==> src/rtl/serial_tx_brk.sv <==
module serial_tx_brk #(
  parameter int DATA_W = 8
) (
  input  logic              clk,
  input  logic              rst_n,
  input  logic              wr_en,
  input  logic [DATA_W-1:0] wr_data,
  input  logic              ctl_wr,
  input  logic              ctl_brk,
  input  logic              ctl_nine,
  input  logic              ctl_fc,
  input  logic [1:0]        ctl_mode,
  input  logic              cts,
  input  logic              tick,
  output logic              txd,
  output logic              tx_empty,
  output logic              dma_req
);
  localparam int FRAME_W = DATA_W + 3;
  localparam int CNT_W = $clog2(FRAME_W);
  localparam logic [CNT_W-1:0] LAST_X = CNT_W'(FRAME_W - 1);
  localparam logic [CNT_W-1:0] LAST_N = CNT_W'(FRAME_W - 2);

  logic brk_q, nine_q, fc_q;
  logic [1:0] mode_q;
  logic hold_v;
  logic [DATA_W-1:0] hold_d;
  logic busy;
  logic [FRAME_W-1:0] sh;
  logic [CNT_W-1:0] cnt, last_q;

  wire has_x = mode_q != 2'b00;
  wire xbit = mode_q[1] ? nine_q : ^hold_d;
  wire slot_free = !busy || (cnt == last_q);
  wire cts_ok = !fc_q || cts;
  wire load = tick && slot_free && hold_v && cts_ok;
  wire [FRAME_W-1:0] frame = has_x ? {1'b1, xbit, hold_d, 1'b0}
                                   : {2'b11, hold_d, 1'b0};

  always_ff @(posedge clk) begin
    if (!rst_n) begin
      brk_q  <= 1'b0;
      nine_q <= 1'b0;
      fc_q   <= 1'b0;
      mode_q <= 2'b00;
    end else if (ctl_wr) begin
      brk_q  <= ctl_brk;
      nine_q <= ctl_nine;
      fc_q   <= ctl_fc;
      mode_q <= ctl_mode;
    end else if (load) begin
      nine_q <= 1'b0;
    end
  end

  always_ff @(posedge clk) begin
    if (!rst_n) begin
      hold_v <= 1'b0;
      hold_d <= '0;
    end else if (load) begin
      hold_v <= 1'b0;
    end else if (wr_en && !hold_v) begin
      hold_v <= 1'b1;
      hold_d <= wr_data;
    end
  end

  always_ff @(posedge clk) begin
    if (!rst_n) begin
      busy   <= 1'b0;
      sh     <= '1;
      cnt    <= '0;
      last_q <= LAST_N;
    end else if (tick) begin
      if (load) begin
        busy   <= 1'b1;
        sh     <= frame;
        cnt    <= '0;
        last_q <= has_x ? LAST_X : LAST_N;
      end else if (busy) begin
        if (cnt == last_q) begin
          busy <= 1'b0;
        end else begin
          sh  <= {1'b1, sh[FRAME_W-1:1]};
          cnt <= cnt + 1'b1;
        end
      end
    end
  end

  assign txd      = brk_q ? 1'b0 : (busy ? sh[0] : 1'b1);
  assign tx_empty = !hold_v && !busy;
  assign dma_req  = !hold_v;
endmodule


==> config.mk <==
export PLATFORM = sky130hd
export DESIGN_NAME = serial_tx_brk
export DESIGN_NICKNAME = d
export VERILOG_FILES = /design/src/rtl/serial_tx_brk.sv
export SDC_FILE = /design/constraint.sdc
export NUM_CORES = 1
export LEC_CHECK = 0
export BUFFER_PORTS_ARGS = -buffer_cell sky130_fd_sc_hd__buf_2
export CAP_MARGIN = 20
export CORE_ASPECT_RATIO = 0.75
export CORE_UTILIZATION = 38
export DETAILED_ROUTE_END_ITERATION = 8
export GPL_TIMING_DRIVEN = 1
export PLACE_DENSITY = 0.6
export SKIP_CTS_REPAIR_TIMING = 1
export SLEW_MARGIN = 20
export SYNTH_ARGS = -nofsm -noshare
export SYNTH_HDL_FRONTEND = slang
export SYNTH_SLANG_ARGS = --single-unit
==> constraint.sdc <==
create_clock -name clk -period 1.9 [get_ports clk]
set_input_delay 0.38 -clock clk [delete_from_list [all_inputs] [get_ports clk]]
set_output_delay 0.38 -clock clk [all_outputs]
set_load 0.02 [all_outputs]
**After elaboration in Yosys (flattened, before gate mapping)**

Cells that the tools add are included.

- Register bits: 34
- Word-level logic and storage cells: 49

- $add $sub $neg: 1
- Equality and inequality tests: 2
- Muxes and demuxes: 16
- Bitwise gates (word level): 2
- Reductions and logical operators: 18

Operators with widths:

| operator | number |
|---|---|
| two-way mux 11 bit | 3 |
| two-way mux 4 bit | 3 |
| two-way mux 10 bit | 1 |
| two-way mux 1 bit | 8 |
| XOR reduction 8 bit | 1 |
| nonzero test 2 bit | 3 |
| logical AND 1 bit | 5 |
| adder 4 x 1 -> 4 bit (second input constant) | 1 |
| equality test 4 bit | 1 |
| AND reduction 2 bit | 2 |
| logical NOT 1 bit | 3 |
| AND reduction 3 bit | 1 |
| logical OR 1 bit | 2 |
| two-way mux 2 bit | 1 |
| != test 2 bit (second input constant) | 1 |
| inverter 1 bit | 2 |
| OR reduction 2 bit | 1 |

**Longest topological paths before layout**

Gate-level depths: netlist of run 1.

- Depth in word-level cells: 7
- Gate-level depth with buffers: 6
- Depth with buffers taken out: 5

**Worst setup path before layout of run 1**

No wires, ideal clock.

- Path type: register to register
- Start: register cnt[0]
- End: register sh[9]
- Arrival time: 1.317 ns
- Path slack: 0.449 ns
- Stages on the path, launching flop included: 6
- Path buffers: 0
- Cell sequence: dfxtp_1 xor2_1 o31ai_1 nand2_2 nor4b_4 o31ai_2

- Cells in the longest elaborated chain, start to end: 7
- Elaborated cells on any way between the ends: 9

Ends and longest elaborated chain:

| what | RTL line | text |
|---|---|---|
| from (decl) | 30 | `logic [CNT_W-1:0] cnt, last_q;` |
| from (signal assigned) | 85 | `cnt <= cnt + 1'b1;` |
| equality test 4 bit (*) | 34, 81 |  |
| logical OR 1 bit | 34 | `wire slot_free = !busy \|\| (cnt == last_q);` |
| logical AND 1 bit (3 in a row) | 36 | `wire load = tick && slot_free && hold_v && cts_ok;` |
| != test 2 bit (no line) or nonzero test 2 bit (tied branches) | -- |  |
| AND reduction 3 bit (no line) | -- |  |
| to (signal assigned) | 77 | `sh <= frame;` |
| to (signal assigned) | 84 | `sh <= {1'b1, sh[FRAME_W-1:1]};` |
| to (decl) | 29 | `logic [FRAME_W-1:0] sh;` |

Mark *: on every way between the ends. The rest lies on a longest branch, timed or not.
A chain may end at the register's enable or synchronous reset.

**Worst setup path after layout of run 1**

- Start: register cnt[0]
- End: register cnt[0]

- Cells in the longest elaborated chain, start to end: 7
- Elaborated cells on any way between the ends: 12

Ends and longest elaborated chain:

| what |
|---|
| branches (longest 7 deep; another with adder 4 x 1 -> 4 bit) |

Parallel ways; which one is timed is not known. The select of a mux whose other input is x is not followed.

==> out/qor.yml, run 1 <==
setup_path:
  path_cells: "xor2_1 > o311a_4 > nor2_4 > mux2i_1 > nor2b_1"
  required_ns: 2.12
  setup.worst_path.end: "cnt[0]"
  critPathLaunchType: "flop"
  end_kind: "flop"
  cp_slowest_stage_delay_ns: 0.49
  crit_fanout: 15
  worstSetupStartpoint: "cnt[0]"
  r2r_setup_slack_ns: 0.28
  path_class: "reg2reg"
  critPathTopFamily: "compound AO/OA/AOI/OAI gates"
  rr_worst_depth: 5
  worst-path-buf-inv: 0
  reg2reg_to: "cnt[0]"
  worst-path-stages: 5
  cp.arrival_ns: 1.84
  worst_r2r_startpoint: "cnt[0]"
  crit_slowest_cell: "o311a_4"
sta:
  fin_setup_tns_ns: 0
  final_max_slew_viol_count: 0
  rsz0062_at_grt: "no"
  clock_skew_ns: 0.00465
  fin_crit_sh: 0.853
  setup_viol: 0
  worstMarginPinSlew_ns: 0.454
  timing.slew.headroom: 0.697
  fin_ws_ns: 0.280
  finalHoldViolations: 0
  finalCriticalPeriod_ns: 1.62
  fmax_mhz: 617
global_route:
  grt_first_pass_wirelength_mm: 4.31
  grt_pass1_vias: 960
  grt_overflow: 0
  grt_max_degree: 29
  track_usage: 0.156
  antenna_found_initial: 0
routing:
  ant_nets: 0
  via_per_inst: 4.62
  wl_per_cell_microns: 11.7
  via_count: 1017
  drtPass1Iterations: 4
  drtIter0Drc: 51
  drc: 0
  wirelength_mm: 2.57
power:
  power_frac_comb: 0.136
  p_per_area_nw_per_um2: 913
  switching_share: 0.252
  power_frac_clock: 0.377
  p_switching_uw: 377
  seq_power_share: 0.487
  leakagePower_uw: 0.000676
  p_int_uw: 1120
  ir_drop_v: 0.000475
synth:
  synth_top_area_cell: "dfxtp_1"
  synth_ff_type: "dfxtp_1"
  synth_cells: 147
  synth_area_leaders: "dfxtp_1 (44%), mux2i_1 (9.3%), nand2_1 (7.5%), nor2b_1 (6.7%), xnor2_1 (3.8%)"
  synth_edf_count: 0
  synth-seq-cells: 31
  synth_cell_types: 34
  synth_top_area_frac: 0.443
  yosys_warnings: 0
  synth.net_count: 167
  seq_area_frac_synth: 0.443
  syn-cell-area_sq_um: 1400
  syn_area_per_cell_sq_um: 9.52
  async_reset_ff_frac: 0
die:
  die-width_microns: 72.1
  dieArea_sq_um: 3930
  initial_core_util: 0.412
  pin_count: 22
  num_rows: 18
  core_sq_um: 3400
  die_h_microns: 54.6
layout:
  fin_cells: 220
  drive_above_1_share: 0.229
  register_area_sq_um: 621
  final_util: 0.482
  insertedDiodeCount: 0
  fillers: 331
  final_cell_mix: "dfxtp_1 (31), nand2_1 (28), buf_2 (21)"
  mostFrequentLayoutCell: "dfxtp_1"
  area_delta_synth_final_pct: 17.1
  finalNetCount: 189
  stdcell_area_sq_um: 1640
  multi_input_area_sq_um: 724
place:
  port_buffers: 21
  gp_congestion: 0.825
  pre_cts_slack_ns: 0.307
  dpl_cell_area_sq_um: 1540
  dp.cells: 212
  post-dp-hpwl_mm: 1.85
clocking:
  cts_buffers: 5
  cts.path.max_buffers: 2
  cts_sinks: 31
  cts_root_buf: "clkbuf_8"
  cts.clk_slew.worst_paths_ns: 0.06
  clkLatencyLatePin_ns: 0.28
  cts_tree: "done"
  htreeDepth: 2
min_path:
  worstHoldPathType: "in2reg"
  whs_path_depth: 3
run:
  cap_violations: 0
status:
  status: "finished, final reports clean"
[routing by layer]
metal  up-vias  GRT usage  wire [microns]
met2        23      0.220            1020
met3         6     0.0718             168
met5         -          0               0
li1        534          -               -
met4         0     0.0686              41
met1       454      0.204            1340
[tightest hold or removal path, cell delays in order]
cell and delay, ns:
buf_2 0.08, nor2_1 0.03, nor2_1 0.06
[flip-flops by register name (all words and copies together), names as in the netlist]
signal / cells
last_q: 2
busy: 1
sh: 10
hold_v: 1
nine_q: 1
brk_q: 1
hold_d: 8
cnt: 4
fc_q: 1
mode_q: 2
[power groups by stage]
stage	clock [uW]	sequential (uW)	combinational [uW]
floorplan	0	733	159
global placement	0	740	200
detailed placement	0	742	205
CTS	582	728	207
global route	628	734	227
finish	565	728	204
[layout make-up]
| class | instances | share of cell area |
|---|---|---|
| clock buffer | 8 | 0.0611 |
| inverter | 3 | 0.00687 |
| tap | 50 | 0.0382 |
| multi-input combinational | 105 | 0.442 |
| sequential | 31 | 0.379 |
| timing repair buffer | 23 | 0.0733 |
[metrics by stage]
| stage | hold slack [ns] | power, uW |
|---|---|---|
| 6_report | 0.310 | 1500 |
| 5_1_grt | 0.338 | 1590 |
| 4_1_cts | 0.303 | 1520 |
| 3_5_place_dp | 0.461 | 948 |
| 3_3_place_gp | 0.459 | 941 |
| 2_1_floorplan | 0.446 | 892 |
[logic make-up (layout without fill, tap and decap cells)]
group / after synthesis / after routing / share of synthesized area
adders and majority gates: 1 / 1 / 0.00894
muxes: 13 / 13 / 0.0929
and+or+nand+nor: 67 / 67 / 0.257
xor gates and xnor gates: 11 / 11 / 0.0688
buffers and inverters: 11 / 34 / 0.0393
DFF: 31 / 31 / 0.443
AOI/OAI and AO/OA: 13 / 13 / 0.0894
[cell usage after synthesis (all sizes together), types with 2 or more instances]
cell and n:
nand2 29, buf 5, nor2 8, nand2b 2, xor2 5, a21boi 2, a22oi 2, xnor2 6
mux2i 13, nand4 8, a21oi 2, inv 3, dfxtp 31, clkbuf 3, o31ai 3, nor2b 15
[worst min-delay path by stage]
stage          slack [ns]        end  startpoint
2_1_floorplan        0.45  last_q[0]   last_q[0]
3_3_place_gp         0.46      sh[7]       sh[7]
5_1_grt              0.34     hold_v       wr_en
3_5_place_dp         0.46      sh[4]       sh[4]
4_1_cts              0.30     hold_v       wr_en
6_report             0.31     hold_v       wr_en
No activity file was read; power rests on OpenSTA's default activity.
==> run 2: changes to the inputs <==
- GPL_ROUTABILITY_DRIVEN: unset -> 0
- MAX_ROUTING_LAYER: unset -> met4
- SKIP_LAST_GASP: unset -> 1
==> run 2 against run 1 <==
Effect of this change: routed wire length rose by 0.86%; first-iteration DRC count fell by 31%; flip-flop and latch count did not move; non-clock buffer count did not move; cell count did not move; largest cell class unchanged; maximum frequency rose by 0.36%; critical path depth did not move; via count fell by 0.39%; critical path type unchanged.
==> out/qor.yml, run 2 (synthesis gave the netlist of run 1 again) <==
setup_path:
  required_ns: 2.12  # about the same
  end_kind: "flop"  # unchanged
  crit_fanout: 15  # unchanged
  path_class: "reg2reg"  # unchanged
  cp_slowest_stage_delay_ns: 0.48  # was 0.49 ns
  worstSetupStartpoint: "cnt[0]"  # unchanged
  path_cells: "xor2_1 > o311a_4 > nor2_4 > mux2i_1 > nor2b_1"  # unchanged
  worst_r2r_startpoint: "cnt[0]"  # unchanged
  critPathTopFamily: "compound AO/OA/AOI/OAI gates"  # unchanged
  worst-path-buf-inv: 0  # unchanged
  cp.arrival_ns: 1.83  # was 1.84 ns
  crit_slowest_cell: "o311a_4"  # unchanged
  critPathLaunchType: "flop"  # unchanged
sta:
  final_max_slew_viol_count: 0  # unchanged
  fmax_mhz: 620  # was 617 MHz
  fin_setup_tns_ns: 0  # unchanged
  fin_ws_ns: 0.286  # was 0.280 ns
  timing.slew.headroom: 0.694  # was 0.697
  finalHoldViolations: 0  # unchanged
  rsz0062_at_grt: "no"  # unchanged
  setup_viol: 0  # unchanged
  finalCriticalPeriod_ns: 1.61  # was 1.62 ns
  fin_crit_sh: 0.849  # was 0.853
  worstMarginPinSlew_ns: 0.459  # was 0.454 ns
  clock_skew_ns: 0.00480  # was 0.00465 ns
global_route:
  grtUsageMet1: 0.203  # was 0.204
  grt_pass1_vias: 961  # was 960
  track_usage: 0.161  # was 0.156
  grt_max_degree: 29  # unchanged
  grt_use_met3: 0.0718  # unchanged
  grt.busiest_layer: "met2"  # unchanged
  grt_overflow: 0  # unchanged
  grt_first_pass_wirelength_mm: 4.32  # was 4.31 mm
  met2_usage: 0.221  # was 0.220
  antenna_found_initial: 0  # unchanged
clocking:
  cts.path.max_buffers: 2  # unchanged
  cts.clk_slew.worst_paths_ns: 0.06  # about the same
  cts_root_buf: "clkbuf_8"  # unchanged
  clkLatencyLatePin_ns: 0.28  # about the same
  htreeDepth: 2  # unchanged
  cts_buffers: 5  # unchanged
  cts_sinks: 31  # unchanged
  cts_tree: "done"  # unchanged
routing:
  via_per_inst: 4.60  # was 4.62
  drc: 0  # unchanged
  via_count: 1013  # was 1017
  drtIter0Drc: 35  # was 51
  ant_nets: 0  # unchanged
  drtPass1Iterations: 4  # unchanged
  wirelength_mm: 2.59  # was 2.57 mm
  wl_per_cell_microns: 11.8  # was 11.7 microns
layout:
  area_delta_synth_final_pct: 17.1  # unchanged
  drive_above_1_share: 0.229  # unchanged
  fillers: 331  # unchanged
  mostFrequentLayoutCell: "dfxtp_1"  # unchanged
  top_regs: "sh x10, hold_d x8, cnt x4"  # unchanged
  insertedDiodeCount: 0  # unchanged
  largest_register_ffs: 10  # unchanged
  final_util: 0.482  # unchanged
  final_cell_mix: "dfxtp_1 (31), nand2_1 (28), buf_2 (21)"  # unchanged
  finalNetCount: 189  # unchanged
  regMostFlops: "sh"  # unchanged
power:
  p_per_area_nw_per_um2: 913  # about the same
  p_total_uw: 1500  # about the same
  leakagePower_uw: 0.000676  # unchanged
  ir_drop_v: 0.000474  # was 0.000475 V
die:
  dieArea_sq_um: 3930  # unchanged
  core_sq_um: 3400  # unchanged
  num_rows: 18  # unchanged
  pin_count: 22  # unchanged
  die_h_microns: 54.6  # unchanged
  die-width_microns: 72.1  # unchanged
  initial_core_util: 0.412  # unchanged
min_path:
  min_from: "wr_en"  # unchanged
  worstHoldPathType: "in2reg"  # unchanged
status:
  status: "finished, final reports clean"  # unchanged
place:
  port_buffers: 21  # unchanged
  post-dp-hpwl_mm: 1.85  # unchanged
  pre_cts_slack_ns: 0.307  # unchanged
run:
  cap_violations: 0  # unchanged
==> run 2: layer usage <==
| metal | share of wire | vias up |
|---|---|---|
| met5 | 0 | - |
| met4 | 0.016 | 0 |
| met3 | 0.061 | 6 |
| met2 | 0.40 | 21 |
| met1 | 0.52 | 449 |
| li1 | - | 537 |
==> run 2: final cells by class <==
type	instances	area, sq um	share of cell area
multi-input cells	105	724	0.442
well taps	50	62.6	0.0382
inverters	3	11.3	0.00687
flip-flops and latches	31	621	0.379
clock buffers	8	100	0.0611
repair buffers	23	120	0.0733
==> run 2: worst register-to-register path, stage by stage (launching register included) <==
cell     delay (ns)
dfxtp_1        0.42
xor2_1         0.13
o311a_4        0.48
nor2_4         0.27
mux2i_1        0.13
nor2b_1        0.12
==> run 2: path summary, 6_finish.rpt <==
| path | end | slack (ns) | cells past startpoint |
|---|---|---|---|
| max reg2reg | cnt[0] | 0.29 | 5 |
| max | cnt[0] | 0.29 | 5 |
| min | hold_v | 0.31 | 3 |
| min reg2reg | sh[4] | 0.48 | 2 |
==> run 2: power by group <==
part | internal, uW | leakage [uW] | switching [uW]
Sequential | 694 | 0.000255 | 33.7
Clock | 330 | 0.0000515 | 235
Combinational | 95.6 | 0.000369 | 108
==> run 2: per-stage QoR <==
stage	cells	hold slack (ns)	area, sq um
detailed placement	212	0.461	1540
floorplan	147	0.446	1400
finish	220	0.310	1640
global placement	212	0.459	1540
global route	220	0.338	1640
CTS	220	0.303	1640
==> run 3: changes to the inputs <==
- PLACE_DENSITY: 0.6 -> 0.62
- clock period: 1.9 -> 1.34 ns (I/O delays scaled with it)
==> run 3 against run 2 <==
Effect of this change: global-route usage is 0.32 points higher; worst setup slack worse by 0.39 ns; routed wire length is 7.1% higher; highest routed layer unchanged; cell count is 6.4% higher; die area stayed put; core utilization is 5.5 points higher; largest power group unchanged; the run now ends with setup timing left; combinational power is 70% higher; register-to-register slack worse by 0.39 ns.
==> out/qor.yml, run 3 (synthesis gave the netlist of run 1 again) <==
routing:
  drtPass1Iterations: 3  # was 4
  drtIter0Drc: 37  # was 35
  via_per_inst: 4.58  # was 4.60
  drc: 0  # unchanged
  wl_per_cell_microns: 11.9  # was 11.8 microns
  via_count: 1072  # was 1013
  ant_nets: 0  # unchanged
  wirelength_mm: 2.78  # was 2.59 mm
clocking:
  cts.path.max_buffers: 2  # unchanged
  cts_sinks: 31  # unchanged
  cts_tree: "done"  # unchanged
  cts_buffers: 5  # unchanged
  cts_root_buf: "clkbuf_8"  # unchanged
  cts.clk_slew.worst_paths_ns: 0.06  # about the same
  htreeDepth: 2  # unchanged
  clkLatencyLatePin_ns: 0.28  # about the same
setup_path:
  required_ns: 1.52  # was 2.12 ns
  crit_slowest_cell: "o311a_4"  # unchanged
  cp_slowest_stage_delay_ns: 0.41  # was 0.48 ns
  path_cells: "xor2_2 > o311a_4 > o2111ai_2 > xor2_1 > nor2_1"  # was xor2_1 > o311a_4 > nor2_4 > mux2i_1 > nor2b_1
  worst-path-buf-inv: 0  # unchanged
  cp.arrival_ns: 1.62  # was 1.83 ns
  critPathTopFamily: "compound AO/OA/AOI/OAI gates"  # unchanged
  crit_fanout: 8  # was 15
  path_class: "reg2reg"  # unchanged
  end_kind: "flop"  # unchanged
  critPathLaunchType: "flop"  # unchanged
sta:
  setup_viol: 17  # was 0
  worstMarginPinSlew_ns: 0.369  # was 0.459 ns
  finalCriticalPeriod_ns: 1.44  # was 1.61 ns
  fin_crit_sh: 1.08  # was 0.849
  timing.slew.headroom: 0.754  # was 0.694
  final_max_slew_viol_count: 0  # unchanged
  fmax_mhz: 693  # was 620 MHz
  rsz0062_at_grt: "yes"  # was no
  finalHoldViolations: 0  # unchanged
  clock_skew_ns: 0.00386  # was 0.00480 ns
  fin_ws_ns: -0.104  # was 0.286 ns
  fin_setup_tns_ns: -0.992  # was 0 ns
global_route:
  grt_first_pass_wirelength_mm: 4.47  # was 4.32 mm
  grt_max_degree: 22  # was 29
  grt_overflow: 0  # unchanged
  grt_pass1_vias: 953  # was 961
  track_usage: 0.164  # was 0.161
  antenna_found_initial: 0  # unchanged
layout:
  final_cell_mix: "dfxtp_1 (27), nand2_1 (23), buf_2 (21)"  # was dfxtp_1 (31), nand2_1 (28), buf_2 (21)
  fin_cells: 234  # was 220
  finalNetCount: 204  # was 189
  drive_above_1_share: 0.380  # was 0.229
  top_regs: "sh x10, hold_d x8, cnt x4"  # unchanged
  area_delta_synth_final_pct: 30.4  # was 17.1%
  fillers: 345  # was 331
  regMostFlops: "sh"  # unchanged
  stdcell_area_sq_um: 1830  # was 1640 sq um
  largest_register_ffs: 10  # unchanged
  mostFrequentLayoutCell: "dfxtp_1"  # unchanged
  insertedDiodeCount: 0  # unchanged
place:
  post-dp-hpwl_mm: 2.08  # was 1.85 mm
  dp.cells: 225  # was 212
  dpl_cell_area_sq_um: 1690  # was 1540 sq um
  pre_cts_slack_ns: -0.121  # was 0.307 ns
  port_buffers: 21  # unchanged
die:
  dieArea_sq_um: 3930  # unchanged
  initial_core_util: 0.412  # unchanged
  pin_count: 22  # unchanged
  die-width_microns: 72.1  # unchanged
  core_sq_um: 3400  # unchanged
  die_h_microns: 54.6  # unchanged
  num_rows: 18  # unchanged
power:
  leakagePower_uw: 0.000759  # was 0.000676 uW
  p_per_area_nw_per_um2: 1160  # was 913 nW/um^2
  ir_drop_v: 0.000597  # was 0.000474 V
status:
  status: "complete, but fails checks"  # was finished, final reports clean
  failed_checks: "setup timing"
min_path:
  worstHoldPathType: "in2reg"  # unchanged
run:
  cap_violations: 0  # unchanged
## run 3: cell types whose count changed in the layout (fill, tap and decap cells not counted), moves of 2 or more
cell | before | now
buf_4 | 2 | 14
nand2_1 | 28 | 23
nand2_2 | 1 | 6
dfxtp_1 | 31 | 27
dfxtp_2 | 0 | 4
buf_6 | 0 | 2
xor2_1 | 5 | 3
xor2_2 | 0 | 2
## run 3: cell type report
cell class                      instances  area (sq um)  area share
Timing Repair Buffer                   38           253       0.138
Sequential cell                        31           626       0.343
Clock inverter                          1          5.00     0.00274
Multi-Input combinational cell        105           786       0.430
Clock buffer                            6          82.6      0.0452
Inverter                                3          11.3     0.00617
Tap cell                               50          62.6      0.0343
## run 3: path summary, 6_finish.rpt
kind | start | endpoint | slack (ns) | cells after the start
worst min-delay path | wr_en | hold_v | 0.21 | 3
worst max register to register | last_q[0] | cnt[3] | -0.10 | 5
worst min register to register | sh[4] | sh[3] | 0.48 | 2
worst max-delay path | last_q[0] | cnt[3] | -0.10 | 5
## run 3: per-layer routing
| metal | vias up | track usage | wire length (microns) |
|---|---|---|---|
| met1 | 486 | 0.214 | 1400 |
| met2 | 23 | 0.232 | 1210 |
| met3 | 2 | 0.0608 | 139 |
| met4 | 0 | 0.0588 | 27 |
| li1 | 561 | - | - |
| met5 | - | - | 0 |
## run 3: worst min-delay path: stages
cell    delay (ns)
buf_2         0.09
nor2_1        0.03
nor2_1        0.06
## run 3: per-stage QoR
stage	util	power (uW)	hold slack [ns]
after floorplan	-	1280	0.384
after global placement	0.498	1380	0.456
after detailed placement	0.498	1390	0.460
after CTS	0.524	2130	0.204
after global routing	0.537	2230	0.212
final	0.537	2120	0.206
## run 3: power breakdown
group          total, uW  internal [uW]  switching (uW)  leakage, uW
registers           1040            985            51.5     0.000256
logic                347            176             172     0.000456
clock network        736            402             334    0.0000470
